$ cat config.mk
export PLATFORM = sky130hd
export DESIGN_NAME = dma_trig_ctrl
export DESIGN_NICKNAME = d
export VERILOG_FILES = /design/src/rtl/dma_trig_ctrl_pkg.sv /design/src/rtl/dma_trig_ctrl_rst_sync.sv /design/src/rtl/dma_trig_ctrl_edge.sv /design/src/rtl/dma_trig_ctrl_mux.sv /design/src/rtl/dma_trig_ctrl_chan.sv /design/src/rtl/dma_trig_ctrl_arb.sv /design/src/rtl/dma_trig_ctrl.sv
export SDC_FILE = /design/constraint.sdc
export NUM_CORES = 1
export LEC_CHECK = 0
export ABC_AREA = 1
export CORE_ASPECT_RATIO = 1.5
export CORE_MARGIN = 4
export CORE_UTILIZATION = 40
export DETAILED_ROUTE_END_ITERATION = 7
export SYNTH_ARGS = -nofsm -noshare
export SYNTH_HDL_FRONTEND = slang
export SYNTH_SLANG_ARGS = --single-unit
$ cat constraint.sdc
create_clock -name clk -period 6.15 [get_ports clk]
set_input_delay 1.5375 -clock clk [delete_from_list [all_inputs] [get_ports clk]]
set_output_delay 1.5375 -clock clk [all_outputs]
set_load 0.05 [all_outputs]
$ cat src/rtl/dma_trig_ctrl_pkg.sv
package dma_trig_ctrl_pkg;
  localparam int TRIG_NONE        = 0;
  localparam int TRIG_PREV        = 1;
  localparam int TRIG_PERIPH_BASE = 2;

  function automatic int pin_rise_code(input int nperiph);
    return TRIG_PERIPH_BASE + nperiph;
  endfunction

  function automatic int pin_fall_code(input int nperiph);
    return TRIG_PERIPH_BASE + nperiph + 1;
  endfunction
endpackage

$ cat src/rtl/dma_trig_ctrl_rst_sync.sv
module dma_trig_ctrl_rst_sync (
  input  logic clk,
  input  logic rst_n,
  output logic rst_sync_n
);
  logic [1:0] stage_q;

  always_ff @(posedge clk or negedge rst_n) begin
    if (!rst_n) stage_q <= 2'b00;
    else        stage_q <= {stage_q[0], 1'b1};
  end

  assign rst_sync_n = stage_q[1];
endmodule

$ cat src/rtl/dma_trig_ctrl_edge.sv
module dma_trig_ctrl_edge #(
  parameter bit RISING = 1'b1
) (
  input  logic clk,
  input  logic rst_n,
  input  logic pin_i,
  output logic evt_o
);
  logic [2:0] sync_q, sync_d;

  always_comb sync_d = {sync_q[1:0], pin_i};

  always_ff @(posedge clk or negedge rst_n) begin
    if (!rst_n) sync_q <= 3'b000;
    else        sync_q <= sync_d;
  end

  // sync_q[1] is the second synchroniser stage, sync_q[2] its delayed copy
  generate
    if (RISING) begin : g_rise
      assign evt_o = sync_q[1] & ~sync_q[2];
    end else begin : g_fall
      assign evt_o = ~sync_q[1] & sync_q[2];
    end
  endgenerate
endmodule

$ cat src/rtl/dma_trig_ctrl_mux.sv
module dma_trig_ctrl_mux
  import dma_trig_ctrl_pkg::*;
#(
  parameter int TRIG_W  = 5,
  parameter int NPERIPH = 12
) (
  input  logic [TRIG_W-1:0]  trig_num_i,
  input  logic               prev_done_i,
  input  logic [NPERIPH-1:0] periph_i,
  input  logic               pin_rise_evt_i,
  input  logic               pin_fall_evt_i,
  output logic               hit_o
);
  localparam int RISE_CODE = pin_rise_code(NPERIPH);
  localparam int FALL_CODE = pin_fall_code(NPERIPH);

  always_comb begin
    hit_o = 1'b0;
    if (trig_num_i == TRIG_W'(TRIG_PREV)) hit_o = prev_done_i;
    if (trig_num_i == TRIG_W'(RISE_CODE)) hit_o = pin_rise_evt_i;
    if (trig_num_i == TRIG_W'(FALL_CODE)) hit_o = pin_fall_evt_i;
    for (int k = 0; k < NPERIPH; k++) begin
      if (trig_num_i == TRIG_W'(TRIG_PERIPH_BASE + k)) hit_o = periph_i[k];
    end
  end
endmodule

$ cat src/rtl/dma_trig_ctrl_chan.sv
module dma_trig_ctrl_chan #(
  parameter int TRIG_W = 5,
  parameter int CNT_W  = 8
) (
  input  logic              clk,
  input  logic              rst_n,
  input  logic              cfg_we_i,
  input  logic [TRIG_W-1:0] cfg_trig_i,
  input  logic [CNT_W-1:0]  cfg_len_i,
  input  logic              cfg_msk_i,
  input  logic              arm_set_i,
  input  logic              arm_clr_i,
  input  logic              start_i,
  input  logic              grant_i,
  output logic [TRIG_W-1:0] trig_num_o,
  output logic              msk_o,
  output logic              armed_o,
  output logic              pend_o,
  output logic              done_o
);
  logic              armed_q, armed_d, pend_q, pend_d, msk_q, msk_d;
  logic [CNT_W-1:0]  cnt_q, cnt_d, len_q, len_d;
  logic [TRIG_W-1:0] trig_q, trig_d;
  logic [CNT_W:0]    cnt_nx;
  logic              last, state_en;

  assign cnt_nx   = {1'b0, cnt_q} + {{CNT_W{1'b0}}, 1'b1};
  assign last     = grant_i & (cnt_nx >= {1'b0, len_q});
  assign state_en = grant_i | start_i | arm_set_i | arm_clr_i | cfg_we_i;

  always_comb begin
    armed_d = armed_q;
    pend_d  = pend_q;
    cnt_d   = cnt_q;
    trig_d  = trig_q;
    len_d   = len_q;
    msk_d   = msk_q;
    if (grant_i) begin
      pend_d = 1'b0;
      cnt_d  = last ? '0 : cnt_nx[CNT_W-1:0];
    end
    if (armed_q && start_i && !last) pend_d = 1'b1;
    if (last) armed_d = 1'b0;
    if (arm_set_i) begin
      armed_d = 1'b1;
      cnt_d   = '0;
    end
    if (arm_clr_i) begin
      armed_d = 1'b0;
      pend_d  = 1'b0;
    end
    if (cfg_we_i) begin
      trig_d = cfg_trig_i;
      len_d  = cfg_len_i;
      msk_d  = cfg_msk_i;
      cnt_d  = '0;
    end
  end

  always_ff @(posedge clk or negedge rst_n) begin
    if (!rst_n) begin
      armed_q <= 1'b0;
      pend_q  <= 1'b0;
      cnt_q   <= '0;
      trig_q  <= '0;
      len_q   <= '0;
      msk_q   <= 1'b0;
    end else if (state_en) begin
      armed_q <= armed_d;
      pend_q  <= pend_d;
      cnt_q   <= cnt_d;
      trig_q  <= trig_d;
      len_q   <= len_d;
      msk_q   <= msk_d;
    end
  end

  assign trig_num_o = trig_q;
  assign msk_o      = msk_q;
  assign armed_o    = armed_q;
  assign pend_o     = pend_q;
  assign done_o     = last;
endmodule

$ cat src/rtl/dma_trig_ctrl_arb.sv
module dma_trig_ctrl_arb #(
  parameter int NCH = 7
) (
  input  logic [NCH-1:0] req_i,
  output logic [NCH-1:0] gnt_o
);
  always_comb begin
    gnt_o = '0;
    for (int i = NCH - 1; i >= 0; i--) begin
      if (req_i[i]) gnt_o = NCH'(1) << i;
    end
  end
endmodule

$ cat src/rtl/dma_trig_ctrl.sv
module dma_trig_ctrl #(
  parameter  int NCH     = 7,
  parameter  int CNT_W   = 8,
  parameter  int TRIG_W  = 5,
  parameter  int NPERIPH = 12,
  localparam int CH_W    = $clog2(NCH),
  localparam int ARM_W   = NCH + 1
) (
  input  logic               clk,
  input  logic               rst_n,
  input  logic               arm_wr_i,
  input  logic [ARM_W-1:0]   arm_data_i,
  input  logic               swreq_wr_i,
  input  logic [NCH-1:0]     swreq_i,
  input  logic               cfg_wr_i,
  input  logic [CH_W-1:0]    cfg_ch_i,
  input  logic [TRIG_W-1:0]  cfg_trig_i,
  input  logic [CNT_W-1:0]   cfg_len_i,
  input  logic               cfg_msk_i,
  input  logic               flag_clr_wr_i,
  input  logic [NCH-1:0]     flag_clr_i,
  input  logic               cpu_flag_clr_i,
  input  logic               irq_en_i,
  input  logic [NPERIPH-1:0] periph_trig_i,
  input  logic               pin_rise_i,
  input  logic               pin_fall_i,
  output logic [NCH-1:0]     xfer_strobe_o,
  output logic [NCH-1:0]     armed_o,
  output logic [NCH-1:0]     done_flags_o,
  output logic               dma_flag_o,
  output logic               irq_o
);
  logic           rst_sync_n;
  logic           rise_evt, fall_evt, abort;
  logic [NCH-1:0] pend, gnt, done, msk, start, hw_hit;
  logic [NCH-1:0] strobe_q, strobe_d, done_q, done_d, flags_q, flags_d, clr_mask;
  logic           dflag_q, dflag_d;

  dma_trig_ctrl_rst_sync u_rst (.clk(clk), .rst_n(rst_n), .rst_sync_n(rst_sync_n));

  dma_trig_ctrl_edge #(.RISING(1'b1)) u_rise (
    .clk(clk), .rst_n(rst_sync_n), .pin_i(pin_rise_i), .evt_o(rise_evt));
  dma_trig_ctrl_edge #(.RISING(1'b0)) u_fall (
    .clk(clk), .rst_n(rst_sync_n), .pin_i(pin_fall_i), .evt_o(fall_evt));

  assign abort = arm_data_i[ARM_W-1];

  for (genvar i = 0; i < NCH; i++) begin : g_ch
    logic [TRIG_W-1:0] trig_num;
    logic              prev_done;

    if (i == 0) begin : g_first
      assign prev_done = 1'b0;
    end else begin : g_chain
      assign prev_done = done_q[i-1];
    end

    dma_trig_ctrl_mux #(.TRIG_W(TRIG_W), .NPERIPH(NPERIPH)) u_mux (
      .trig_num_i(trig_num), .prev_done_i(prev_done), .periph_i(periph_trig_i),
      .pin_rise_evt_i(rise_evt), .pin_fall_evt_i(fall_evt), .hit_o(hw_hit[i]));

    assign start[i] = hw_hit[i] | (swreq_wr_i & swreq_i[i]);

    dma_trig_ctrl_chan #(.TRIG_W(TRIG_W), .CNT_W(CNT_W)) u_chan (
      .clk(clk), .rst_n(rst_sync_n),
      .cfg_we_i(cfg_wr_i && (cfg_ch_i == CH_W'(i))),
      .cfg_trig_i(cfg_trig_i), .cfg_len_i(cfg_len_i), .cfg_msk_i(cfg_msk_i),
      .arm_set_i(arm_wr_i & ~abort & arm_data_i[i]),
      .arm_clr_i(arm_wr_i & abort & arm_data_i[i]),
      .start_i(start[i]), .grant_i(gnt[i]),
      .trig_num_o(trig_num), .msk_o(msk[i]), .armed_o(armed_o[i]),
      .pend_o(pend[i]), .done_o(done[i]));
  end

  dma_trig_ctrl_arb #(.NCH(NCH)) u_arb (.req_i(pend), .gnt_o(gnt));

  always_comb begin
    clr_mask = flag_clr_wr_i ? flag_clr_i : '0;
    strobe_d = gnt;
    done_d   = done;
    flags_d  = (flags_q & ~clr_mask) | done;
    dflag_d  = (dflag_q & ~cpu_flag_clr_i) | (|(done & msk));
  end

  always_ff @(posedge clk or negedge rst_sync_n) begin
    if (!rst_sync_n) begin
      strobe_q <= '0;
      done_q   <= '0;
      flags_q  <= '0;
      dflag_q  <= 1'b0;
    end else begin
      strobe_q <= strobe_d;
      done_q   <= done_d;
      flags_q  <= flags_d;
      dflag_q  <= dflag_d;
    end
  end

  assign xfer_strobe_o = strobe_q;
  assign done_flags_o  = flags_q;
  assign dma_flag_o    = dflag_q;
  assign irq_o         = dflag_q & irq_en_i;
endmodule

==> flow_results.org, run 1 <==
** Outcome
- Result of the run :: finished clean

** Synth
- In the synthesized netlist the dominant register cell turns out to be sky130_fd_sc_hd__dfrtp_1.
- Largest family of logic cells by synthesized area :: simple AND/OR/NAND/NOR gates
- Synth Area in XOR/XNOR :: 0.0266
- Number of enable-type register cells in the synthesized netlist :: 0
- For this run, the register share of the synthesized area comes to 0.428.
- The mapped netlist covers 11500 um^2.
- When the netlist entered floorplanning its net count stood at 1641.
- Counting flops and latches in the post-synthesis netlist gives 197.
- Area fraction in compound gates after synthesis :: 0.113
- For this run, the number of Yosys warnings is 0.
- Number of instances in the synthesized netlist :: approximately 1500
- The netlist uses 52 different library cells.
- Of the total synthesized cell area, the portion taken by full adders, half adders and majority gates is 0.0684.
- Of the total synthesized cell area, the portion taken by AND, OR, NAND and NOR gates is 0.254.
- Multiplexer share of the synthesized area :: 0.00347
- Averaged over all synthesized cells, the footprint is 7.60 um^2.
- Of all flip-flops after synthesis, the portion carrying an async set or reset was 1.00.

** Clock network
- TritonCTS built the clock tree.
- Number of sinks on the clock net :: 197
- Counting along the longest clock path gives a buffer depth of 2.
- Reg clk slew, reported paths :: roughly 70 ps
- Buffer type at the clock tree root :: sky130_fd_sc_hd__clkbuf_16
- Buffer count from post-CTS setup fixing :: 0
- In this run, post-CTS repair resized a total of 0 instances.
- Clock tree synthesis inserted a total of 17 buffers.
- Latest clock arrival within the worst-skew pair :: 450 ps
- The number of hold buffers added after CTS was 0.
- CTS built an H-tree with a depth of 4.

** Power and ir drop
- Cell internal pwr :: 2.68 mW
- Of the total power, combinational logic draws 0.344.
- The share of total power dissipated in sequential elements is 0.401.
- Power per cell area :: 326 nW/um^2
- Clock group share of total power :: 0.255
- In this run the power spent charging and discharging nets is 1.67 mW.
- Switching fraction of total power :: 0.384
- The analysis attributes to cell leakage a power of 6.81 nW.
- IR analysis of the VDD net gives a maximum drop of ~210 uV.

** STA
- Clock skew on the completed layout was measured at 11.0 ps.
- The number of hold-slack violations in the final timing report was 0.
- Portion of the clock cycle consumed by the worst path in the final layout :: 0.718
- Setup violations remaining at the end of the flow were counted as 0.
- Measured against its own limit, the worst slew margin works out to 0.373.
- Number of pins exceeding their max-slew limit in the final report :: 0
- Summed over all failing endpoints, the final setup total negative slack is 0 ps.
- Maximum clock frequency :: 226 MHz
- Setup repair after global routing left no endpoint under its margin.
- Post-layout min period :: approximately 4400 ps
- Transition at the pin with the smallest max-transition slack :: 940 ps

** Floorplanning
- Top-level I/O count :: between 80 and 90
- Cell row count :: 75
- Total die area :: 31700 um^2
- Horizontal die dimension :: about 150 um
- Height of the chip :: 216 um
- For this configuration, the core starts out at a cell density of 0.408.
- The region available for standard cell placement spans 28200 um^2.

** Critical path
- The worst setup path is launched from a primary input.
- Data arrival time at the worst-slack endpoint :: 2880 ps
- In this design, the stage delay of the slowest critical-path cell is 790 ps.
- Peak fanout along the critical path :: 1
- In this design, the largest share of critical-path delay is due to buffers and inverters.
- CP Class :: in -> out
- Cell with the largest stage delay on the worst path :: sky130_fd_sc_hd__clkdlybuf4s50_1
- STA classifies the critical path endpoint as a primary output.
- CP most frequent cell :: sky130_fd_sc_hd__clkdlybuf4s50_1
- Data required time of the worst path :: 4610 ps
- Worst-path cell chain :: clkdlybuf4s50_1, nand2_1, inv_1, clkdlybuf4s50_1
- The number of buffers and inverters on the critical path is 3.

** Detailed routing
- First-pass iteration count of the detailed router :: 5
- In the routed layout, each cell is associated on average with a via count of roughly 5.
- Routed wire per std cell :: roughly 16 um
- DR iter-0 viols :: ~690
- The final route contains 9997 vias.
- In the routed design, unresolved DRC markers number 0.
- The count of nets left with antenna violations once routing finished came out at 0.
- Total Wirelength :: 31400 um

** Global routing
- The initial antenna violation count was 0.
- After global routing the overflow that remains totals 0.
- Entering global routing, the biggest net connects 74 pins.
- The first global-routing pass estimated 50300 um of wire.
- Across every metal layer, demand over resource in global routing totals 0.202.
- The number of global-route vias before repair came to 9859.

** Place
- Half-perimeter wire length after detailed placement :: 23600 um
- At the end of routability-driven placement, the weighted congestion stood at ~0.9.
- # port buffers :: 83
- Placed cell count :: roughly 2000

** Cells and area
- Count of filler cells inserted in the layout :: 2787
- Leaving out fill and tap cells, the most frequent cell in the layout is sky130_fd_sc_hd__nand2_1.
- Most frequent cells in the layout :: sky130_fd_sc_hd__nand2_1 (361), sky130_fd_sc_hd__inv_1 (286), sky130_fd_sc_hd__dfrtp_1 (196)
- Layout Area Growth over Synthesis :: 15.6%
- Fraction of layout instances using a drive strength above 1 :: 0.0435
- The number of antenna diodes in the final layout is 0.
- Area of the multi-input gates :: approximately 5400 um^2
- Number of standard cells in the layout, taps in and fillers out :: approximately 2000
- After the last flow step, the layout net total stands at 1723.
- Registers take between 4000 and 5000 um^2.

** Run
- The tool flagged a number of max-cap violations equal to 0.

** Min path
- In this run the worst hold path is classified as reg -> reg.
==> final cells by class <==
| class | count | share of cell area |
|---|---|---|
| multi-input cells | 1001 | 0.402 |
| flip-flops and latches | 197 | 0.370 |
| inverters | 292 | 0.0824 |
| repair buffers | 90 | 0.0663 |
| well taps | 385 | 0.0362 |
| clock buffers | 19 | 0.0332 |
| clock inverters | 11 | 0.00920 |
==> synth_stat cells (2+ instances only) <==
| master | count | area (um^2) |
|---|---|---|
| sky130_fd_sc_hd__o21a_1 | 3 | 22.5 |
| sky130_fd_sc_hd__o211ai_1 | 12 | 90.1 |
| sky130_fd_sc_hd__buf_4 | 7 | 52.6 |
| sky130_fd_sc_hd__mux2i_1 | 4 | 40.0 |
| sky130_fd_sc_hd__nor2_4 | 3 | 33.8 |
| sky130_fd_sc_hd__nand4_1 | 36 | 225 |
| sky130_fd_sc_hd__dfrtp_1 | 197 | 4930 |
| sky130_fd_sc_hd__ha_1 | 63 | 788 |
| sky130_fd_sc_hd__nor3_1 | 18 | 90.1 |
| sky130_fd_sc_hd__nand3_2 | 3 | 30.0 |
| sky130_fd_sc_hd__buf_2 | 2 | 10.0 |
| sky130_fd_sc_hd__nand3b_1 | 7 | 52.6 |
| sky130_fd_sc_hd__or2_2 | 3 | 18.8 |
| sky130_fd_sc_hd__a21oi_1 | 38 | 190 |
| sky130_fd_sc_hd__nor4_1 | 10 | 62.6 |
| sky130_fd_sc_hd__o22ai_1 | 18 | 113 |
| sky130_fd_sc_hd__o21ai_2 | 3 | 26.3 |
| sky130_fd_sc_hd__inv_1 | 286 | 1070 |
| sky130_fd_sc_hd__nand2_2 | 2 | 12.5 |
| sky130_fd_sc_hd__inv_2 | 4 | 15.0 |
| sky130_fd_sc_hd__o41ai_1 | 2 | 17.5 |
| sky130_fd_sc_hd__nand3_1 | 92 | 460 |
| sky130_fd_sc_hd__o21ai_0 | 144 | 721 |
| sky130_fd_sc_hd__nor2_2 | 4 | 25.0 |
| sky130_fd_sc_hd__or2_1 | 2 | 12.5 |
| sky130_fd_sc_hd__nand2_1 | 361 | 1360 |
| sky130_fd_sc_hd__nand4_2 | 2 | 25.0 |
| sky130_fd_sc_hd__xor2_1 | 34 | 298 |
| sky130_fd_sc_hd__clkbuf_1 | 16 | 60.1 |
| sky130_fd_sc_hd__nor3_2 | 4 | 40.0 |
| sky130_fd_sc_hd__nor2_1 | 107 | 402 |
| sky130_fd_sc_hd__o21ai_1 | 10 | 50.1 |
==> routing by layer <==
layer  part of all wire  global-route usage
met5                  0                   0
met1               0.42               0.243
met2               0.49               0.349
met3              0.044              0.0338
met4              0.045              0.0957
==> cells by family after synthesis <==
kind of cell | count (synthesis)
muxes | 4
other | 1
AOI/OAI and AO/OA | 238
adders and majority gates | 63
xor gates and xnor gates | 35
and+or+nand+nor | 660
DFF | 197
buffers and inverters | 319
==> sequential cells by signal, indices dropped and copies added (netlist names) <==
register	count
g_ch.u_chan.cnt_q	56
g_ch.u_chan.len_q	56
g_ch.u_chan.trig_num_o	35
done_flags_o	7
g_ch.u_chan.armed_o	7
g_ch.u_chan.msk_o	7
g_ch.u_chan.pend_o	7
xfer_strobe_o	7
done_q	6
u_fall.sync_q	3
u_rise.sync_q	3
u_rst.stage_q	2
dma_flag_o	1
==> path summary, 6_finish.rpt <==
| kind | start | endpoint | slack [ps] | depth (start not counted) |
|---|---|---|---|---|
| max in group asynchronous | u_rst.stage_q[1] | g_ch[0].u_chan.len_q[0] | 4350 | 1 |
| max | irq_en_i | irq_o | 1730 | 4 |
| min in group asynchronous | u_rst.stage_q[1] | g_ch[2].u_chan.cnt_q[5] | 380 | 0 |
| min | u_fall.sync_q[0] | u_fall.sync_q[1] | 350 | 0 |
| max reg2reg | g_ch[6].u_chan.cnt_q[0] | g_ch[6].u_chan.cnt_q[0] | 3240 | 14 |
| min reg2reg | u_fall.sync_q[0] | u_fall.sync_q[1] | 350 | 0 |
==> power by group through the flow <==
stage / clock [mW] / combinational [mW] / sequential, mW
floorplan: 0 / 0.988 / 1.82
finish: 1.11 / 1.49 / 1.74
global placement: 0 / 1.47 / 1.76
detailed placement: 0 / 1.50 / 1.76
global route: 1.18 / 1.70 / 1.77
CTS: 1.14 / 1.51 / 1.74
==> metrics by stage <==
step                      utilization  power [mW]  hold slack [ps]  worst slack [ps]  cell area, um^2
after CTS                       0.472        4.39              350              1730            13300
final                           0.472        4.34              349              1730            13300
after floorplan                     -        2.81              331               254            11500
after global placement          0.452        3.23              334              1710            12800
after detailed placement        0.452        3.26              335              1730            12800
after global routing            0.472        4.66              361              1690            13300
Power figures use the tool's default switching activity.
==> run 2: changes to the inputs <==
Clock period 6.15 ns to 3.55 ns, I/O delays scaled along.
==> flow_results.org, run 2 (synthesis gave the netlist of run 1 again) <==
** Floorplanning
- The region available for standard cell placement spans 28200 um^2.
- The die is ~220 um tall.
- The die covers 31700 um^2.
- After floorplanning, the core was divided into 75 placement rows.
- For this design the top-level I/O count stands at 84.
- The die is 147 um wide.
- Initial standard-cell utilization of the core :: 0.408

** Critical path
- Register-to-Register Path Depth :: 16
- The worst setup path is of the in -> out kind.
- For the worst setup path, the data required time is 2660 ps.
- Reg2reg start :: g_ch[3].u_chan.cnt_q[0]
- Startpoint type of the worst setup path :: primary input
- The critical path starts at irq_en_i.
- STA classifies the critical path endpoint as a primary output.
- Reg2Reg Setup Slack :: 750 ps
- Data on the critical path arrives at its endpoint at 2230 ps.
- Crit Reg-Reg Endpoint :: g_ch[3].u_chan.cnt_q[3]
- Of all nets on the critical path, the largest fanout is 1.

** Detailed routing
- Number of remaining DRC errors :: 0
- For this block, the initial DRC count from the detailed router was 647.
- The final layout contains routed wiring with a total length of a little over 30000 um.
- The detailed router placed 9987 vias in this run.
- The pre-antenna-repair detailed-routing pass consisted of 5 iterations.
- Routed wire per std cell :: 15.5 um
- Vias per Instance :: 4.99
- Detail Route Antenna Nets :: 0

** Cells and area
- The area growth from synthesis to layout is 16.4%.
- Most frequent cells in the layout :: sky130_fd_sc_hd__nand2_1 (361), sky130_fd_sc_hd__inv_1 (286), sky130_fd_sc_hd__dfrtp_1 (196)
- Most common library cell in the layout ignoring fill and taps :: sky130_fd_sc_hd__nand2_1
- Of the cells placed in the final design, the portion with a size suffix greater than 1 is 0.0476.
- Final net count :: 1729
- The repair_antennas step left the layout with diodes totalling 0.
- Final Core Density :: 0.475

** Power and ir drop
- Of the total power, registers draw 0.393.
- Internal power comes to approximately 4.7 mW.
- Peak supply drop :: between 300 and 400 uV
- Sw power :: roughly 3 mW
- Of the total power, the share spent switching nets is 0.384.
- In this run the static leakage power is 6.86 nW.
- Power per cell area :: 570 nW/um^2
- Clock group share of total power :: 0.266
- Combinational share of power :: 0.340

** STA
- The worst pin sits at a relative slew slack of 0.418.
- The final-report max-slew violation count is 0.
- Setup slack closes at 431 ps.
- Transition at the pin with the smallest max-transition slack :: between 800 and 900 ps
- Of the available clock period, the critical path in the final layout requires 0.879.
- For the final database, setup skew stands at a little under 9 ps.
- Maximum clock frequency :: 321 MHz
- For the finished layout, the period the worst path requires is 3120 ps.
- Setup repair after global routing left no endpoint under its margin.
- The number of hold-slack violations in the final timing report is 0.
- Setup TNS :: 0 ps
- Final setup violating endpoints :: 0

** Global routing
- Pin count of the biggest net entering global routing :: 132
- In the global route stage, overall resource usage came out at 0.200.
- Overall overflow remaining after global route :: 0
- Antenna violations before repair :: 0
- The number of global-route vias before repair came to about 9800.
- The first global-routing pass estimated 50000 um of wire.

** Place
- # port buffers :: 83
- Prior to clock tree synthesis, the placed netlist has a worst setup slack of 425 ps.
- Detailed placement ended at an HPWL of roughly 23000 um.
- The congestion estimate from routability-driven global placement came to 0.892.

** Run
- Max_cap viols :: 0

** Clock network
- Post-CTS Hold Fix Bufs :: 0
- The clock passes through at most 2 buffers.
- The number of setup buffers added after CTS is 0.
- Once the clock tree was built, the resizer swapped 0 gates to a different size.
- TritonCTS built the clock tree.
- Clock tree synthesis selected as its root buffer the cell sky130_fd_sc_hd__clkbuf_16.
- The clock drives 197 sinks.
- Reg clk slew, reported paths :: 70 ps
- TritonCTS created 17 clock buffers.
- The H-tree generated during clock tree synthesis spans 4 levels.
- For the worst-skew pair, the clock arrives at the later sink with an insertion delay of 460 ps.

** Outcome
- Result of the run :: finished clean

** Min path
- In this run the worst hold path is classified as reg -> async.
run 2: changes by cell type in the layout (fill, tap and decap cells not counted), sizes merged:
cell / delta
clkinvlp: +1
inv: +1
clkinv: -1
bufinv: +1
buf: +6
run 2: metal layers:
metal | GRT usage | wire length [um] | up-vias
met5 | 0 | 0 | -
met4 | 0.0747 | 845 | 0
met3 | 0.0304 | 1350 | 47
met2 | 0.349 | 15600 | 222
met1 | 0.248 | 13200 | 4681
li1 | - | - | 5037
run 2: area by class of cell:
class,count,area [um^2]
clock buffers,19,433
clock inverters,13,170
fillers,2817,14800
inverters,292,1100
multi-input cells,1001,5360
flip-flops and latches,197,4930
well taps,385,482
repair buffers,96,941
run 2: worst max-delay path by stage:
stage / cells past startpoint / slack, ps / endpoint
2_1_floorplan: 0 / 300 / dma_flag_o
3_3_place_gp: 4 / 420 / irq_o
3_5_place_dp: 4 / 420 / irq_o
4_1_cts: 4 / 420 / irq_o
5_1_grt: 4 / 370 / irq_o
6_report: 4 / 430 / irq_o
run 2: power by group through the flow:
stage,clock (mW),combinational [mW],sequential [mW]
5_1_grt,2.17,2.96,3.07
4_1_cts,2.08,2.63,3.01
3_5_place_dp,0,2.62,3.05
2_1_floorplan,0,1.71,3.15
3_3_place_gp,0,2.57,3.04
6_report,2.04,2.60,3.01
run 2: stage by stage:
| step | instances | hold slack, ps | instance area [um^2] | power [mW] |
|---|---|---|---|---|
| finish | 2003 | 280 | 13400 | 7.65 |
| global route | 2003 | 316 | 13400 | 8.19 |
| CTS | 2003 | 297 | 13400 | 7.72 |
| detailed placement | 1971 | 288 | 12800 | 5.67 |
| global placement | 1971 | 282 | 12800 | 5.62 |
| floorplan | 1517 | 331 | 11500 | 4.87 |
run 2: worst max-delay path: stages:
cell	delay, ps
sky130_fd_sc_hd__clkdlybuf4s50_1	450
sky130_fd_sc_hd__nand2_1	50
sky130_fd_sc_hd__inv_1	50
sky130_fd_sc_hd__clkdlybuf4s50_1	790
